### src/rtl/fpstat_pkg.sv
package fpstat_pkg;
  localparam int STAT_W      = 32;
  localparam int NEXC        = 5;
  localparam int RM_LSB      = 0;
  localparam int RM_W        = 2;
  localparam int FLAG_LSB    = 2;
  localparam int EN_LSB      = FLAG_LSB + NEXC;
  localparam int CAUSE_LSB   = EN_LSB + NEXC;
  localparam int CAUSE_SHIFT = CAUSE_LSB - FLAG_LSB;
  localparam int DN_BIT      = 18;
  localparam logic [STAT_W-1:0] WR_MASK   = 32'h0005_FFFF;
  localparam logic [STAT_W-1:0] RESET_VAL = 32'h0004_0001;
  localparam logic [RM_W-1:0]   RM_ZERO   = 2'b01;
endpackage

### src/rtl/fpstat_mode_dec.sv
module fpstat_mode_dec
  import fpstat_pkg::*;
(
  input  logic [RM_W-1:0] rm_field,
  input  logic            dn_bit,
  output logic            rnd_zero,
  output logic            flush_zero
);
  // only one encoding truncates; every other value rounds to nearest even
  always_comb begin
    rnd_zero   = (rm_field == RM_ZERO);
    flush_zero = dn_bit;
  end
endmodule

### src/rtl/fpstat_next.sv
module fpstat_next
  import fpstat_pkg::*;
(
  input  logic [STAT_W-1:0] cur,
  input  logic              ld_en,
  input  logic [STAT_W-1:0] ld_data,
  input  logic              op_upd,
  input  logic [NEXC-1:0]   exc,
  output logic [STAT_W-1:0] nxt,
  output logic              raise
);
  logic [STAT_W-1:0] flag_vec;
  logic [STAT_W-1:0] cause_vec;
  logic [STAT_W-1:0] cleared;
  logic [NEXC-1:0]   cause_new;

  always_comb begin
    flag_vec  = STAT_W'(exc) << FLAG_LSB;
    cause_vec = flag_vec << CAUSE_SHIFT;
    cleared   = cur & ~(STAT_W'({NEXC{1'b1}}) << FLAG_LSB);
    cause_new = cur[CAUSE_LSB +: NEXC] | exc;
    nxt       = cur;
    raise     = 1'b0;
    if (ld_en) begin
      nxt = ld_data & WR_MASK;
    end else if (op_upd) begin
      nxt = cleared | flag_vec;
      if (|exc) begin
        nxt   = nxt | cause_vec;
        raise = |(cause_new & cur[EN_LSB +: NEXC]);
      end
    end
  end
endmodule

### src/rtl/fpstat_reg.sv
module fpstat_reg
  import fpstat_pkg::*;
#(
  parameter int               VEC_W    = 12,
  parameter logic [VEC_W-1:0] VEC_CODE = 12'h120
) (
  input  logic              clk,
  input  logic              rst,
  input  logic              ld_en,
  input  logic [STAT_W-1:0] ld_data,
  input  logic              op_valid,
  input  logic              op_is_cmp,
  input  logic              cmp_unord,
  input  logic [NEXC-1:0]   exc_in,
  output logic [STAT_W-1:0] stat_q,
  output logic              exc_req,
  output logic [VEC_W-1:0]  exc_vector,
  output logic              rnd_zero,
  output logic              flush_zero
);
  logic              op_upd;
  logic [STAT_W-1:0] stat_d;
  logic              raise_d;

  // ordered compares only set the condition bit elsewhere; no status change
  assign op_upd = op_valid & (~op_is_cmp | cmp_unord);

  fpstat_next u_next (
    .cur     (stat_q),
    .ld_en   (ld_en),
    .ld_data (ld_data),
    .op_upd  (op_upd),
    .exc     (exc_in),
    .nxt     (stat_d),
    .raise   (raise_d)
  );

  always_ff @(posedge clk) begin
    if (rst) begin
      stat_q     <= RESET_VAL;
      exc_req    <= 1'b0;
      exc_vector <= '0;
    end else begin
      stat_q     <= stat_d;
      exc_req    <= raise_d;
      exc_vector <= raise_d ? VEC_CODE : '0;
    end
  end

  fpstat_mode_dec u_dec (
    .rm_field   (stat_q[RM_LSB +: RM_W]),
    .dn_bit     (stat_q[DN_BIT]),
    .rnd_zero   (rnd_zero),
    .flush_zero (flush_zero)
  );
endmodule

### config.mk
export PLATFORM = sky130hd
export DESIGN_NAME = fpstat_reg
export DESIGN_NICKNAME = d
export VERILOG_FILES = /design/src/rtl/fpstat_pkg.sv /design/src/rtl/fpstat_mode_dec.sv /design/src/rtl/fpstat_next.sv /design/src/rtl/fpstat_reg.sv
export SDC_FILE = /design/constraint.sdc
export NUM_CORES = 1
export LEC_CHECK = 0
export BUFFER_PORTS_ARGS = -buffer_cell sky130_fd_sc_hd__buf_4
export CORE_MARGIN = 5
export CORE_UTILIZATION = 37
export DETAILED_ROUTE_END_ITERATION = 10
export PLACE_DENSITY = 0.79
export SETUP_SLACK_MARGIN = 0.15
export SLEW_MARGIN = 20
export SYNTH_ARGS = -nofsm -noshare
export SYNTH_HDL_FRONTEND = slang
export SYNTH_SLANG_ARGS = --single-unit
export TNS_END_PERCENT = 100
### constraint.sdc
create_clock -name clk -period 1.45 [get_ports clk]
set_input_delay 0.3625 -clock clk [delete_from_list [all_inputs] [get_ports clk]]
set_output_delay 0.3625 -clock clk [all_outputs]
set_load 0.005 [all_outputs]
After elaboration in Yosys (flattened, before gate mapping)
Index checks and enable logic that the tools add are counted.
{"block": "totals", "output_inout_bits": 47, "word_cells": 23, "reg_bits": 45, "in_bits": 43}
{"block": "classes", "eq_ne": 1, "muxes": 7, "n_reduce_logical": 4, "bitwise_logic": 7}
{"op": "19-bit 2-to-1 mux", "n": 2}
{"op": "32-bit 2-to-1 mux", "n": 1}
{"op": "32-bit by 17-bit bitwise OR with 32-bit output", "n": 1}
{"op": "32-bit by 7-bit bitwise OR with 32-bit output", "n": 1}
{"op": "5-bit OR reduction", "n": 2}
{"op": "9-bit 2-to-1 mux", "n": 1}
{"op": "5-bit AND", "n": 1}
{"op": "5-bit bitwise OR", "n": 1}
{"op": "1-bit 2-to-1 mux", "n": 3}
{"op": "2-bit by 1-bit == test with 1-bit output, second input constant", "n": 1}
{"op": "2-bit nonzero test", "n": 1}
{"op": "2-bit OR reduction", "n": 1}
{"op": "1-bit AND", "n": 1}
{"op": "1-bit NOT", "n": 1}
{"op": "1-bit bitwise OR", "n": 1}

Depth between registers and ports, before layout
Gate-level depths: netlist (run 1).
{"block": "logic_depth", "word_depth": 7, "mapped_depth": 4, "depth_no_buf": 3}

By module
A second synthesis (run 1) with hierarchy kept.
{"block": "unflattened", "hier_cells": 154, "area_unflattened_um2": 1438.9}
{"mod": "fpstat_reg", "n_inst": 1, "cells_per_inst": 84, "seq_area_each_um2": 660.6, "area_per_inst_um2": 993.5}
{"mod": "fpstat_next", "n_inst": 1, "cells_per_inst": 68, "seq_area_each_um2": 0.0, "area_per_inst_um2": 424.2}
{"mod": "fpstat_mode_dec", "n_inst": 1, "cells_per_inst": 2, "seq_area_each_um2": 0.0, "area_per_inst_um2": 21.3}

Least setup slack after synthesis (run 1)
Ideal clock, no wire load.
{"block": "synth_path", "path_type": "input-to-reg", "startpoint": "input cmp_unord", "endpoint": "register exc_vector[5]", "n_path_buf": 0, "setup_time_ns": 0.079, "slack_ns": 0.278, "path_stages": 3, "required_time_ns": 1.371, "arrival_ns": 1.093, "cell_sequence": "and2b_1 or4_4 a211oi_2"}
{"block": "synth_between", "elab_chain_cells": 5}
{"item": "start, declared", "line": "fpstat_reg.sv:13", "text": "input logic cmp_unord,"}
{"item": "1-bit bitwise OR", "line": "fpstat_reg.sv:26", "text": "assign op_upd = op_valid & (~op_is_cmp | cmp_unord);"}
{"item": "1-bit AND", "line": "fpstat_reg.sv:26"}
{"item": "1-bit 2-to-1 mux", "line": "fpstat_next.sv:26", "text": "end else if (op_upd) begin"}
{"item": "1-bit 2-to-1 mux", "line": "fpstat_next.sv:24", "text": "if (ld_en) begin"}
{"item": "9-bit 2-to-1 mux", "line": "fpstat_reg.sv:46", "text": "exc_vector <= raise_d ? VEC_CODE : '0;"}
{"item": "end signal, assigned", "line": "fpstat_reg.sv:46"}
{"item": "end, declared", "line": "fpstat_reg.sv:17", "text": "output logic [VEC_W-1:0] exc_vector,"}
No other way between the ends.
A chain may end at the register's enable or synchronous reset.

Final worst setup path (run 1)
{"block": "layout_path", "startpoint": "register stat_q[0]", "endpoint": "output rnd_zero"}
{"block": "layout_between", "elab_chain_cells": 1}
{"item": "start, declared", "line": "fpstat_reg.sv:15", "text": "output logic [STAT_W-1:0] stat_q,"}
{"item": "start signal, assigned", "line": "fpstat_reg.sv:44", "text": "stat_q <= stat_d;"}
{"item": "2-bit by 1-bit == test with 1-bit output", "line": "fpstat_mode_dec.sv:11", "text": "rnd_zero = (rm_field == RM_ZERO);"}
{"item": "end, declared", "line": "fpstat_reg.sv:18", "text": "output logic rnd_zero,"}
No other way between the ends.

==> results of run 1 <==
==> final cells by class <==
| type | count | area [um2] | area share |
|---|---|---|---|
| clock buffers | 3 | 22.5 | 0.0168 |
| clock inverters | 1 | 5.00 | 0.00374 |
| flip-flops and latches | 19 | 382 | 0.285 |
| inverters | 7 | 26.3 | 0.0196 |
| multi-input cells | 83 | 467 | 0.349 |
| repair buffers | 53 | 398 | 0.297 |
| well taps | 31 | 38.8 | 0.0290 |
==> how the worst min path moves through the flow <==
stage                                        end  cells past startpoint                   start  slack (ps)
after floorplan           stat_q[0]$_SDFFE_PP1P_                      1              ld_data[0]         480
after CTS                 stat_q[0]$_SDFFE_PP1P_                      2              ld_data[0]         260
final                     stat_q[0]$_SDFFE_PP1P_                      2              ld_data[0]         270
after global placement    stat_q[6]$_SDFFE_PP0P_                      2  stat_q[6]$_SDFFE_PP0P_         490
after detailed placement  stat_q[4]$_SDFFE_PP0P_                      2  stat_q[4]$_SDFFE_PP0P_         490
after global routing      stat_q[0]$_SDFFE_PP1P_                      2              ld_data[0]         250
==> per-stage QoR <==
step | total power (uW) | area, um2 | std cells | utilization
2_1_floorplan | 748 | 1100 | 140 | -
3_3_place_gp | 838 | 1310 | 193 | 0.488
3_5_place_dp | 846 | 1310 | 193 | 0.488
4_1_cts | 1120 | 1340 | 197 | 0.498
5_1_grt | 1170 | 1340 | 197 | 0.498
6_report | 1100 | 1340 | 197 | 0.498
==> flip-flops by register name, indices dropped and copies added, names as in the netlist <==
register / count
stat_q: 18
exc_vector: 1
==> metal layers <==
layer / GRT usage / share of wire / wire length [um] / vias up
met5: 0 / 0 / 0 / -
met4: 0.0451 / 0.0090 / 23 / 0
met3: 0.0468 / 0.088 / 226 / 4
met2: 0.219 / 0.52 / 1340 / 45
met1: 0.129 / 0.38 / 966 / 431
li1: - / - / - / 454
==> power by group <==
part,switching (uW),internal (uW)
combinational,112,140
sequential,24.1,559
clock,162,103
total,298,802
==> logic make-up (layout without fill, tap and decap cells) <==
kind of cell	Yosys count	in the layout	synth area share
compound gates	23	23	0.165
buf+inv	38	64	0.250
flops	19	19	0.375
mux	6	6	0.0592
other cells	1	24	0.00370
simple gates	30	30	0.147
==> what timing repair did <==
item                       in CTS  in global routing
gates resized for setup         0                  1
hold buffers                    0                  0
buffers inserted                0                  0
setup endpoints to repair       0                  1
==> worst reg2reg max path, delay by kind of cell, from the launching register on <==
kind / cells / cell delay, ps
flops: 1 / 370
compound gates: 2 / 290
simple gates: 1 / 210
==> layout by cell type (no fill, tap or decap) <==
master and instances:
buf_4 53, conb_1 24, dfxtp_1 18, nor2_1 17, o21ai_0 10, mux2i_1 6, nand3_1 5, a311oi_1 5
inv_1 5, a221oi_1 5, nor2b_1 3, clkbuf_4 3, a211o_1 2, inv_2 2, nand2b_1 1, and2b_1 1
and4_1 1, or4_1 1, or4_4 1, a211oi_2 1, clkinv_2 1, dfxtp_2 1
==> run_summary.xml, run 1 <==
<?xml version="1.0" encoding="UTF-8"?>
<metrics>
  <group name="die">
    <metric name="initial_utilization" unit="">0.378</metric>
    <metric name="dieWidth" unit="um">62.4</metric>
    <metric name="core_area" unit="mm2">0.00269</metric>
    <metric name="dieArea" unit="mm2">0.00389</metric>
    <metric name="die_h" unit="um">62.4</metric>
    <metric name="floorplan.rows" unit="">19</metric>
    <metric name="pin_count" unit="">90</metric>
  </group>
  <group name="synthesis">
    <metric name="yosysSeqAreaShare" unit="">0.375</metric>
    <metric name="async_reset_ff_frac" unit="">0</metric>
    <metric name="postSynthRegisterBits" unit="">19</metric>
    <metric name="post_synth_main_area_contributors" unit="">dfxtp_1, buf_4, nor2_1</metric>
    <metric name="synth_enable_flop_cells" unit="">0</metric>
    <metric name="leading_area_contributor_after_synthesis" unit="">dfxtp_1</metric>
    <metric name="syn_area" unit="mm2">0.00101</metric>
    <metric name="yosysWarnings" unit="">0</metric>
    <metric name="post_synth.cell_area_avg" unit="um2">8.67</metric>
    <metric name="synthMostInstantiatedCell" unit="">buf_4</metric>
    <metric name="post-synth-top-area-fraction" unit="">0.375</metric>
    <metric name="synth_cell_types" unit="">22</metric>
    <metric name="synth-main-ff-cell" unit="">dfxtp_1</metric>
    <metric name="post_synth_inst_count" unit="">117</metric>
    <metric name="synth_top_cells_by_count" unit="">buf_4, dfxtp_1, nor2_1</metric>
  </group>
  <group name="cts">
    <metric name="clock_tree.buffer_depth" unit="">2</metric>
    <metric name="worstSkewPairLatency" unit="ps">300</metric>
    <metric name="cts_tree" unit="">built</metric>
    <metric name="clock_tree.htree_level_count" unit="">1</metric>
    <metric name="clkSlewWorstSetupHoldPaths" unit="ps">100</metric>
    <metric name="cts_sink_count" unit="">19</metric>
    <metric name="cts.root.buffer_cell" unit="">clkbuf_4</metric>
    <metric name="cts_buffers" unit="">3</metric>
  </group>
  <group name="finish">
    <metric name="antenna-diode-count" unit="">0</metric>
    <metric name="area_delta_synth_final" unit="%">31.9</metric>
    <metric name="drive_gt1_frac" unit="">0.373</metric>
    <metric name="num-fill-cells" unit="">266</metric>
    <metric name="final_net_count" unit="">210</metric>
  </group>
  <group name="drt">
    <metric name="detailedRoute.firstPassIterationCount" unit="">4</metric>
    <metric name="wl_per_cell" unit="um">13.0</metric>
    <metric name="avgViaCountPerCell" unit="">4.74</metric>
    <metric name="count_of_antenna_violating_nets_left_after_detailed_routing" unit="">0</metric>
    <metric name="vias" unit="">934</metric>
    <metric name="wirelength" unit="um">2560</metric>
    <metric name="drc" unit="">0</metric>
    <metric name="drtIter0Drc" unit="">21</metric>
  </group>
  <group name="sta">
    <metric name="fin_tns_setup" unit="ps">0</metric>
    <metric name="final.setup_skew" unit="ps">3.88</metric>
    <metric name="hold_violations" unit="">0</metric>
    <metric name="worst_hold_slack" unit="ps">270</metric>
    <metric name="rsz0062_at_grt" unit="">true</metric>
    <metric name="tcrit_tclk_final" unit="">0.857</metric>
    <metric name="period_minus_slack" unit="ps">1240</metric>
    <metric name="final.setup.worst_slack" unit="ps">208</metric>
    <metric name="final_max_slew_viol_count" unit="">0</metric>
    <metric name="clock.fmax" unit="MHz">805</metric>
    <metric name="setup_viol_count_final" unit="">0</metric>
  </group>
  <group name="grt">
    <metric name="global_route.usage.total" unit="">0.123</metric>
    <metric name="grt_antenna_before_repair" unit="">0</metric>
    <metric name="gr-total-overflow" unit="">0</metric>
    <metric name="grt_first_pass_wirelength" unit="um">3910</metric>
    <metric name="grt_start_max_net_pins" unit="">19</metric>
    <metric name="first_global_vias" unit="">902</metric>
  </group>
  <group name="critical_path">
    <metric name="worst-r2r-cell-count" unit="">3</metric>
    <metric name="path_max_fanout" unit="">3</metric>
    <metric name="path_class" unit="">register to primary output</metric>
    <metric name="critical_path_depth" unit="">2</metric>
    <metric name="critPathMaxStageDelay" unit="ps">350</metric>
    <metric name="critical_path_cell_by_cell" unit="">nor2b_1 -&gt; buf_4</metric>
    <metric name="cp-startpoint" unit="">stat_q[0]$_SDFFE_PP1P_</metric>
    <metric name="worstReg2RegEnd" unit="">exc_vector[5]$_SDFF_PP0_</metric>
    <metric name="cp_slowest_cell" unit="">dfxtp_2</metric>
    <metric name="timing.critical_path.buf_inv" unit="">1</metric>
    <metric name="regToRegStartpoint" unit="">stat_q[13]$_SDFFE_PP0P_</metric>
    <metric name="critical_path_arrival" unit="ps">880</metric>
    <metric name="worst_reg_to_reg_setup_slack" unit="ps">510</metric>
    <metric name="endpoint_required_time_on_the_critical_path" unit="ps">1090</metric>
    <metric name="critical_path.endpoint_type" unit="">primary output</metric>
    <metric name="start_kind" unit="">register</metric>
    <metric name="crit_family" unit="">flip-flops</metric>
    <metric name="crit_path_end" unit="">rnd_zero</metric>
  </group>
  <group name="power">
    <metric name="vdd.ir_drop.worst" unit="mV">0.628</metric>
    <metric name="power_per_cell_area" unit="mW/mm2">821</metric>
    <metric name="total_leakage_power" unit="uW">0.000676</metric>
  </group>
  <group name="placed_design">
    <metric name="i_o_buffers" unit="">51</metric>
    <metric name="dpl_worst_slack" unit="ps">132</metric>
    <metric name="gp_congestion" unit="">0.804</metric>
    <metric name="place_hpwl" unit="um">2110</metric>
  </group>
  <group name="job">
    <metric name="cap_viol_max_count" unit="">0</metric>
  </group>
  <group name="run_status">
    <metric name="run_status" unit="">finished, final reports clean</metric>
  </group>
  <group name="worst_hold_path">
    <metric name="holdCritPathClass" unit="">primary input to register</metric>
  </group>
</metrics>
No activity file was read; power rests on OpenSTA's default activity.
==> run 2: changes to the inputs <==
Settings changed: CORE_UTILIZATION 37 to 40, CTS_CLUSTER_DIAMETER from default to 60, GPL_ROUTABILITY_DRIVEN from default to 0, PLACE_DENSITY 0.79 to 0.85.
Clock period 1.45 ns to 1.5 ns, I/O delays scaled along.
==> run 2 against run 1 <==
Effect of this change:
- register-to-register slack better by 50 ps
- die area down 6.3%
- hold slack better by 12 ps
- clock-buffer cell count up 1
- wire length up 0.70%
- total power down 4.0%
- worst setup slack better by 40 ps
- utilization up 4.5 points
- final area down 0.28%
- via count down 2.0%
- largest cell class unchanged
- critical endpoint unchanged
- first-iteration DRC count up 29%
==> run_summary.xml, run 2 (same netlist as run 1, synthesis figures left out) <==
<?xml version="1.0" encoding="UTF-8"?>
<metrics>
  <group name="die">
    <metric name="core_area" unit="mm2">0.00245</metric>
    <metric name="dieWidth" unit="um">60.4</metric>
    <metric name="die_h" unit="um">60.4</metric>
    <metric name="dieArea" unit="mm2">0.00364</metric>
    <metric name="pin_count" unit="">90</metric>
    <metric name="floorplan.rows" unit="">18</metric>
    <metric name="initial_utilization" unit="">0.413</metric>
  </group>
  <group name="critical_path">
    <metric name="worstReg2RegEnd" unit="">exc_vector[5]$_SDFF_PP0_</metric>
    <metric name="worst_reg_to_reg_setup_slack" unit="ps">560</metric>
    <metric name="critical_path_arrival" unit="ps">880</metric>
    <metric name="path_max_fanout" unit="">3</metric>
    <metric name="worst-r2r-cell-count" unit="">3</metric>
    <metric name="endpoint_required_time_on_the_critical_path" unit="ps">1120</metric>
    <metric name="crit_path_end" unit="">rnd_zero</metric>
    <metric name="critical_path.endpoint_type" unit="">primary output</metric>
    <metric name="cp-startpoint" unit="">stat_q[0]$_SDFFE_PP1P_</metric>
    <metric name="regToRegStartpoint" unit="">stat_q[8]$_SDFFE_PP0P_</metric>
    <metric name="start_kind" unit="">register</metric>
    <metric name="path_class" unit="">register to primary output</metric>
  </group>
  <group name="drt">
    <metric name="drtIter0Drc" unit="">27</metric>
    <metric name="drc" unit="">0</metric>
    <metric name="wirelength" unit="um">2570</metric>
    <metric name="avgViaCountPerCell" unit="">4.67</metric>
    <metric name="detailedRoute.firstPassIterationCount" unit="">4</metric>
    <metric name="wl_per_cell" unit="um">13.1</metric>
    <metric name="count_of_antenna_violating_nets_left_after_detailed_routing" unit="">0</metric>
    <metric name="vias" unit="">915</metric>
  </group>
  <group name="cts">
    <metric name="postCtsResizedCells" unit="">0</metric>
    <metric name="clock_tree.htree_level_count" unit="">1</metric>
    <metric name="post-cts-setup-buffer-count" unit="">0</metric>
    <metric name="cts_tree" unit="">built</metric>
    <metric name="clkSlewWorstSetupHoldPaths" unit="ps">100</metric>
    <metric name="clock_tree.buffer_depth" unit="">2</metric>
    <metric name="hold_buffers" unit="">0</metric>
    <metric name="cts_sink_count" unit="">19</metric>
    <metric name="cts_buffers" unit="">3</metric>
    <metric name="worstSkewPairLatency" unit="ps">290</metric>
    <metric name="cts.root.buffer_cell" unit="">clkbuf_4</metric>
  </group>
  <group name="sta">
    <metric name="fin_tns_setup" unit="ps">0</metric>
    <metric name="worst_hold_slack" unit="ps">282</metric>
    <metric name="tcrit_tclk_final" unit="">0.835</metric>
    <metric name="period_minus_slack" unit="ps">1250</metric>
    <metric name="setup_viol_count_final" unit="">0</metric>
    <metric name="final_max_slew_viol_count" unit="">0</metric>
    <metric name="clock.fmax" unit="MHz">798</metric>
    <metric name="final.setup_skew" unit="ps">3.82</metric>
    <metric name="final.setup.worst_slack" unit="ps">248</metric>
    <metric name="hold_violations" unit="">0</metric>
    <metric name="rsz0062_at_grt" unit="">false</metric>
  </group>
  <group name="grt">
    <metric name="global_route.usage.total" unit="">0.137</metric>
    <metric name="grt_start_max_net_pins" unit="">19</metric>
    <metric name="grt_first_pass_wirelength" unit="um">3660</metric>
    <metric name="gr-total-overflow" unit="">0</metric>
    <metric name="grt_antenna_before_repair" unit="">0</metric>
    <metric name="first_global_vias" unit="">873</metric>
  </group>
  <group name="placed_design">
    <metric name="cell_area_after_placement" unit="mm2">0.00131</metric>
    <metric name="i_o_buffers" unit="">51</metric>
    <metric name="place_hpwl" unit="um">2130</metric>
    <metric name="dpl_worst_slack" unit="ps">166</metric>
  </group>
  <group name="finish">
    <metric name="area_delta_synth_final" unit="%">31.6</metric>
    <metric name="fin_area" unit="mm2">0.00134</metric>
    <metric name="biggestRegsByFlops" unit="">stat_q (18), exc_vector (1)</metric>
    <metric name="antenna-diode-count" unit="">0</metric>
    <metric name="drive_gt1_frac" unit="">0.361</metric>
    <metric name="largest_reg_flops" unit="">18</metric>
    <metric name="final_net_count" unit="">210</metric>
    <metric name="mostFrequentLayoutCell" unit="">buf_4</metric>
    <metric name="regArea" unit="um2">380</metric>
    <metric name="multi_input_comb_area" unit="um2">467</metric>
    <metric name="final_cell_mix" unit="">buf_4, conb_1, dfxtp_1</metric>
    <metric name="max_flop_register" unit="">stat_q</metric>
    <metric name="num-fill-cells" unit="">243</metric>
  </group>
  <group name="power">
    <metric name="total_leakage_power" unit="uW">0.000673</metric>
    <metric name="vdd.ir_drop.worst" unit="mV">0.462</metric>
    <metric name="power_per_cell_area" unit="mW/mm2">791</metric>
  </group>
  <group name="worst_hold_path">
    <metric name="holdCritPathClass" unit="">primary input to register</metric>
  </group>
  <group name="job">
    <metric name="cap_viol_max_count" unit="">0</metric>
  </group>
  <group name="run_status">
    <metric name="run_status" unit="">finished, final reports clean</metric>
  </group>
</metrics>
[run 2: cell types whose count changed in the layout (fill, tap and decap cells not counted), sizes merged]
cell | previous run | this run
clkinv | 1 | 0
clkbuf | 3 | 4
[run 2: worst min-delay path by stage]
| stage | startpoint | slack, ps | to | cells past startpoint |
|---|---|---|---|---|
| floorplan | stat_q[2]$_SDFFE_PP0P_ | 490 | stat_q[2]$_SDFFE_PP0P_ | 2 |
| global placement | stat_q[2]$_SDFFE_PP0P_ | 490 | stat_q[2]$_SDFFE_PP0P_ | 2 |
| detailed placement | stat_q[3]$_SDFFE_PP0P_ | 500 | stat_q[3]$_SDFFE_PP0P_ | 2 |
| CTS | ld_data[18] | 280 | stat_q[18]$_SDFFE_PP1P_ | 2 |
| global route | ld_data[18] | 280 | stat_q[18]$_SDFFE_PP1P_ | 2 |
| finish | ld_data[18] | 280 | stat_q[18]$_SDFFE_PP1P_ | 2 |
[run 2: area by class of cell]
type | count | share of cell area
clock buffer | 4 | 0.0197
inverter | 7 | 0.0197
multi-input combinational | 83 | 0.350
sequential | 19 | 0.285
tap | 30 | 0.0281
timing repair buffer | 53 | 0.298
[run 2: per-stage QoR]
stage,power (uW),utilization,instances
after global placement,809,0.533,192
final,1060,0.544,196
after CTS,1070,0.544,196
after detailed placement,817,0.533,192
after floorplan,723,-,140
after global routing,1110,0.544,196
[run 2: power breakdown]
part	internal, uW	total [uW]	switching (uW)
combinational	136	244	108
clock	103	249	146
sequential	539	562	22.6
total	779	1060	277
[run 2: per-layer routing]
| layer | routed length (um) | global-route usage |
|---|---|---|
| met1 | 876 | 0.146 |
| met2 | 1280 | 0.236 |
| met3 | 299 | 0.0319 |
| met4 | 121 | 0.0949 |
| met5 | 0 | 0 |
[run 2: worst max-delay path, stage by stage (launching register included)]
cell	delay, ps
dfxtp_1	350
nor2b_1	130
buf_4	110
==> run 3: changes to the inputs <==
Settings changed: ABC_AREA from default to 1, CORE_UTILIZATION 40 to 35, PLACE_DENSITY 0.85 to 0.75.
Clock period 1.5 ns to 1.15 ns, I/O delays scaled along.
==> run 3 against run 2 <==
Effect of this change:
- the run now ends with setup timing left
- final cell count up 38%
- clock power up 41%
- via count up 24%
- final area up 26%
- clock-buffer cell count down 1
- total power up 46%
- synthesized area up 14%
- critical path type unchanged
- critical endpoint unchanged
- largest power group unchanged
- highest routed layer unchanged
==> run_summary.xml, run 3 <==
<?xml version="1.0" encoding="UTF-8"?>
<metrics>
  <group name="run_status">
    <metric name="run_status" unit="">complete, but fails checks</metric>
    <metric name="failing_checks" unit="">setup timing</metric>
  </group>
  <group name="grt">
    <metric name="grt_first_pass_wirelength" unit="um">4550</metric>
    <metric name="grt_start_max_net_pins" unit="">12</metric>
    <metric name="gr-total-overflow" unit="">0</metric>
    <metric name="grt_antenna_before_repair" unit="">0</metric>
    <metric name="first_global_vias" unit="">1079</metric>
    <metric name="global_route.usage.total" unit="">0.129</metric>
  </group>
  <group name="sta">
    <metric name="worst_hold_slack" unit="ps">181</metric>
    <metric name="fin_tns_setup" unit="ps">-52.5</metric>
    <metric name="rsz0062_at_grt" unit="">true</metric>
    <metric name="tcrit_tclk_final" unit="">1.03</metric>
    <metric name="final.setup_skew" unit="ps">1.93</metric>
    <metric name="final_max_slew_viol_count" unit="">0</metric>
    <metric name="hold_violations" unit="">0</metric>
    <metric name="final.setup.worst_slack" unit="ps">-31.8</metric>
    <metric name="setup_viol_count_final" unit="">2</metric>
    <metric name="period_minus_slack" unit="ps">1180</metric>
    <metric name="clock.fmax" unit="MHz">846</metric>
  </group>
  <group name="synthesis">
    <metric name="synth_compound_area_frac" unit="">0.0475</metric>
    <metric name="post-synth-top-area-fraction" unit="">0.328</metric>
    <metric name="synthAdderAreaFrac" unit="">0</metric>
    <metric name="synth.area.mux_share" unit="">0</metric>
    <metric name="async_reset_ff_frac" unit="">0</metric>
    <metric name="synth-simple-area-share" unit="">0.354</metric>
    <metric name="synth_cell_types" unit="">19</metric>
    <metric name="yosysSeqAreaShare" unit="">0.328</metric>
    <metric name="post_synth_main_area_contributors" unit="">dfxtp_1, buf_4, nand2_1</metric>
    <metric name="post_synth.cell_area_avg" unit="um2">6.86</metric>
    <metric name="syn_area" unit="mm2">0.00116</metric>
    <metric name="synth_enable_flop_cells" unit="">0</metric>
    <metric name="synthMostInstantiatedCell" unit="">nand2_1</metric>
    <metric name="yosysWarnings" unit="">0</metric>
    <metric name="synth_xor_area_frac" unit="">0</metric>
    <metric name="combinational_family_with_the_most_area_after_synthesis" unit="">simple AND/OR/NAND/NOR gates</metric>
    <metric name="synth-main-ff-cell" unit="">dfxtp_1</metric>
    <metric name="leading_area_contributor_after_synthesis" unit="">dfxtp_1</metric>
    <metric name="postSynthRegisterBits" unit="">19</metric>
    <metric name="synth_top_cells_by_count" unit="">nand2_1, nor2_1, buf_4</metric>
    <metric name="post_synth_inst_count" unit="">169</metric>
  </group>
  <group name="die">
    <metric name="core_area" unit="mm2">0.00310</metric>
    <metric name="dieWidth" unit="um">67.5</metric>
    <metric name="dieArea" unit="mm2">0.00456</metric>
    <metric name="pin_count" unit="">90</metric>
    <metric name="die_h" unit="um">67.5</metric>
    <metric name="floorplan.rows" unit="">20</metric>
    <metric name="initial_utilization" unit="">0.373</metric>
  </group>
  <group name="finish">
    <metric name="final_cell_mix" unit="">buf_4, nand2_1, nor2_1</metric>
    <metric name="largest_reg_flops" unit="">18</metric>
    <metric name="antenna-diode-count" unit="">0</metric>
    <metric name="num-fill-cells" unit="">316</metric>
    <metric name="multi_input_comb_area" unit="um2">578</metric>
    <metric name="final_net_count" unit="">270</metric>
    <metric name="drive_gt1_frac" unit="">0.442</metric>
    <metric name="fin_area" unit="mm2">0.00168</metric>
    <metric name="max_flop_register" unit="">stat_q</metric>
    <metric name="regArea" unit="um2">407</metric>
    <metric name="mostFrequentLayoutCell" unit="">buf_4</metric>
    <metric name="area_delta_synth_final" unit="%">44.9</metric>
    <metric name="biggestRegsByFlops" unit="">stat_q (18), exc_vector (1)</metric>
  </group>
  <group name="power">
    <metric name="vdd.ir_drop.worst" unit="mV">0.644</metric>
    <metric name="power_per_cell_area" unit="mW/mm2">915</metric>
    <metric name="p_int" unit="uW">1090</metric>
    <metric name="share_clk_of_total_power" unit="">0.229</metric>
    <metric name="switching_share" unit="">0.292</metric>
    <metric name="switching_power" unit="uW">449</metric>
    <metric name="finalPower" unit="uW">1540</metric>
    <metric name="total_leakage_power" unit="uW">0.000893</metric>
    <metric name="p_seq_frac" unit="">0.486</metric>
    <metric name="power_frac_comb" unit="">0.285</metric>
  </group>
  <group name="cts">
    <metric name="cts_sink_count" unit="">19</metric>
    <metric name="clkSlewWorstSetupHoldPaths" unit="ps">110</metric>
    <metric name="hold_buffers" unit="">0</metric>
    <metric name="clock_tree.buffer_depth" unit="">2</metric>
    <metric name="cts_tree" unit="">built</metric>
    <metric name="cts.root.buffer_cell" unit="">clkbuf_4</metric>
    <metric name="clock_tree.htree_level_count" unit="">1</metric>
    <metric name="cts_buffers" unit="">3</metric>
    <metric name="worstSkewPairLatency" unit="ps">310</metric>
  </group>
  <group name="critical_path">
    <metric name="regToRegStartpoint" unit="">stat_q[12]$_SDFFE_PP0P_</metric>
    <metric name="path_class" unit="">register to primary output</metric>
    <metric name="worst_reg_to_reg_setup_slack" unit="ps">190</metric>
    <metric name="start_kind" unit="">register</metric>
    <metric name="critical_path_arrival" unit="ps">890</metric>
    <metric name="worstReg2RegEnd" unit="">exc_vector[5]$_SDFF_PP0_</metric>
    <metric name="endpoint_required_time_on_the_critical_path" unit="ps">860</metric>
    <metric name="critical_path.endpoint_type" unit="">primary output</metric>
    <metric name="path_max_fanout" unit="">2</metric>
    <metric name="worst-r2r-cell-count" unit="">4</metric>
  </group>
  <group name="drt">
    <metric name="vias" unit="">1135</metric>
    <metric name="drc" unit="">0</metric>
    <metric name="wirelength" unit="um">2940</metric>
    <metric name="avgViaCountPerCell" unit="">4.20</metric>
    <metric name="count_of_antenna_violating_nets_left_after_detailed_routing" unit="">0</metric>
    <metric name="detailedRoute.firstPassIterationCount" unit="">4</metric>
    <metric name="wl_per_cell" unit="um">10.9</metric>
    <metric name="drtIter0Drc" unit="">30</metric>
  </group>
  <group name="worst_hold_path">
    <metric name="holdCritPathClass" unit="">primary input to register</metric>
    <metric name="timing.hold.worst_path_depth" unit="">2</metric>
    <metric name="worst_hold_path.endpoint" unit="">stat_q[16]$_SDFFE_PP0P_</metric>
    <metric name="hold_path.startpoint" unit="">rst</metric>
  </group>
  <group name="placed_design">
    <metric name="cell_area_after_placement" unit="mm2">0.00146</metric>
    <metric name="i_o_buffers" unit="">51</metric>
    <metric name="place_hpwl" unit="um">2290</metric>
    <metric name="dpl_worst_slack" unit="ps">13.6</metric>
  </group>
  <group name="job">
    <metric name="cap_viol_max_count" unit="">0</metric>
  </group>
</metrics>
-- run 3: cells by family (layout without fill, tap and decap cells) --
group                  count (synthesis)  in the layout
AOI/OAI and AO/OA                     11             11
and+or+nand+nor                       89             89
other                                  1             24
buffers and inverters                 49             83
DFF                                   19             19
-- run 3: power by group through the flow --
stage | clock [uW] | combinational [uW] | sequential (uW)
after floorplan | 0 | 241 | 747
after global placement | 0 | 363 | 746
after detailed placement | 0 | 368 | 747
after CTS | 366 | 431 | 746
after global routing | 382 | 493 | 753
final | 352 | 439 | 746
-- run 3: area by class of cell --
class / instances / area share
clock buffer: 3 / 0.0134
clock inverter: 1 / 0.00298
inverter: 18 / 0.0402
multi-input combinational: 124 / 0.344
sequential: 19 / 0.242
tap: 44 / 0.0328
timing repair buffer: 61 / 0.324
-- run 3: critical path: stages, from the launching register on --
cell and delay [ps]:
dfxtp_2 360, inv_2 40, nor2_2 90, buf_4 110
-- run 3: how the worst max path moves through the flow --
stage / from / end / slack, ps / depth (start not counted)
final: stat_q[0]$_SDFFE_PP1P_ / rnd_zero / -30 / 3
after global routing: stat_q[0]$_SDFFE_PP1P_ / rnd_zero / -80 / 3
after CTS: stat_q[0]$_SDFFE_PP1P_ / rnd_zero / -30 / 3
after detailed placement: cmp_unord / stat_q[2]$_SDFFE_PP0P_ / 10 / 10
after global placement: cmp_unord / stat_q[3]$_SDFFE_PP0P_ / 20 / 10
after floorplan: stat_q[16]$_SDFFE_PP0P_ / stat_q[16]$_SDFFE_PP0P_ / 190 / 5
-- run 3: what timing repair did --
| action | in CTS | in global routing |
|---|---|---|
| pin swaps | 0 | 7 |
| setup endpoints to repair | 27 | 28 |
| gates resized for setup | 43 | 8 |
| setup buffers | 7 | 1 |
-- run 3: metal layers --
metal / global-route usage / routed length (um)
met1: 0.146 / 1140
met2: 0.222 / 1410
met3: 0.0483 / 366
met4: 0.0380 / 24
met5: 0 / 0
-- run 3: through the flow --
step                cells   util
floorplan             192      -
global placement      258  0.469
detailed placement    258  0.469
CTS                   269  0.531
global route          270  0.541
finish                270  0.541
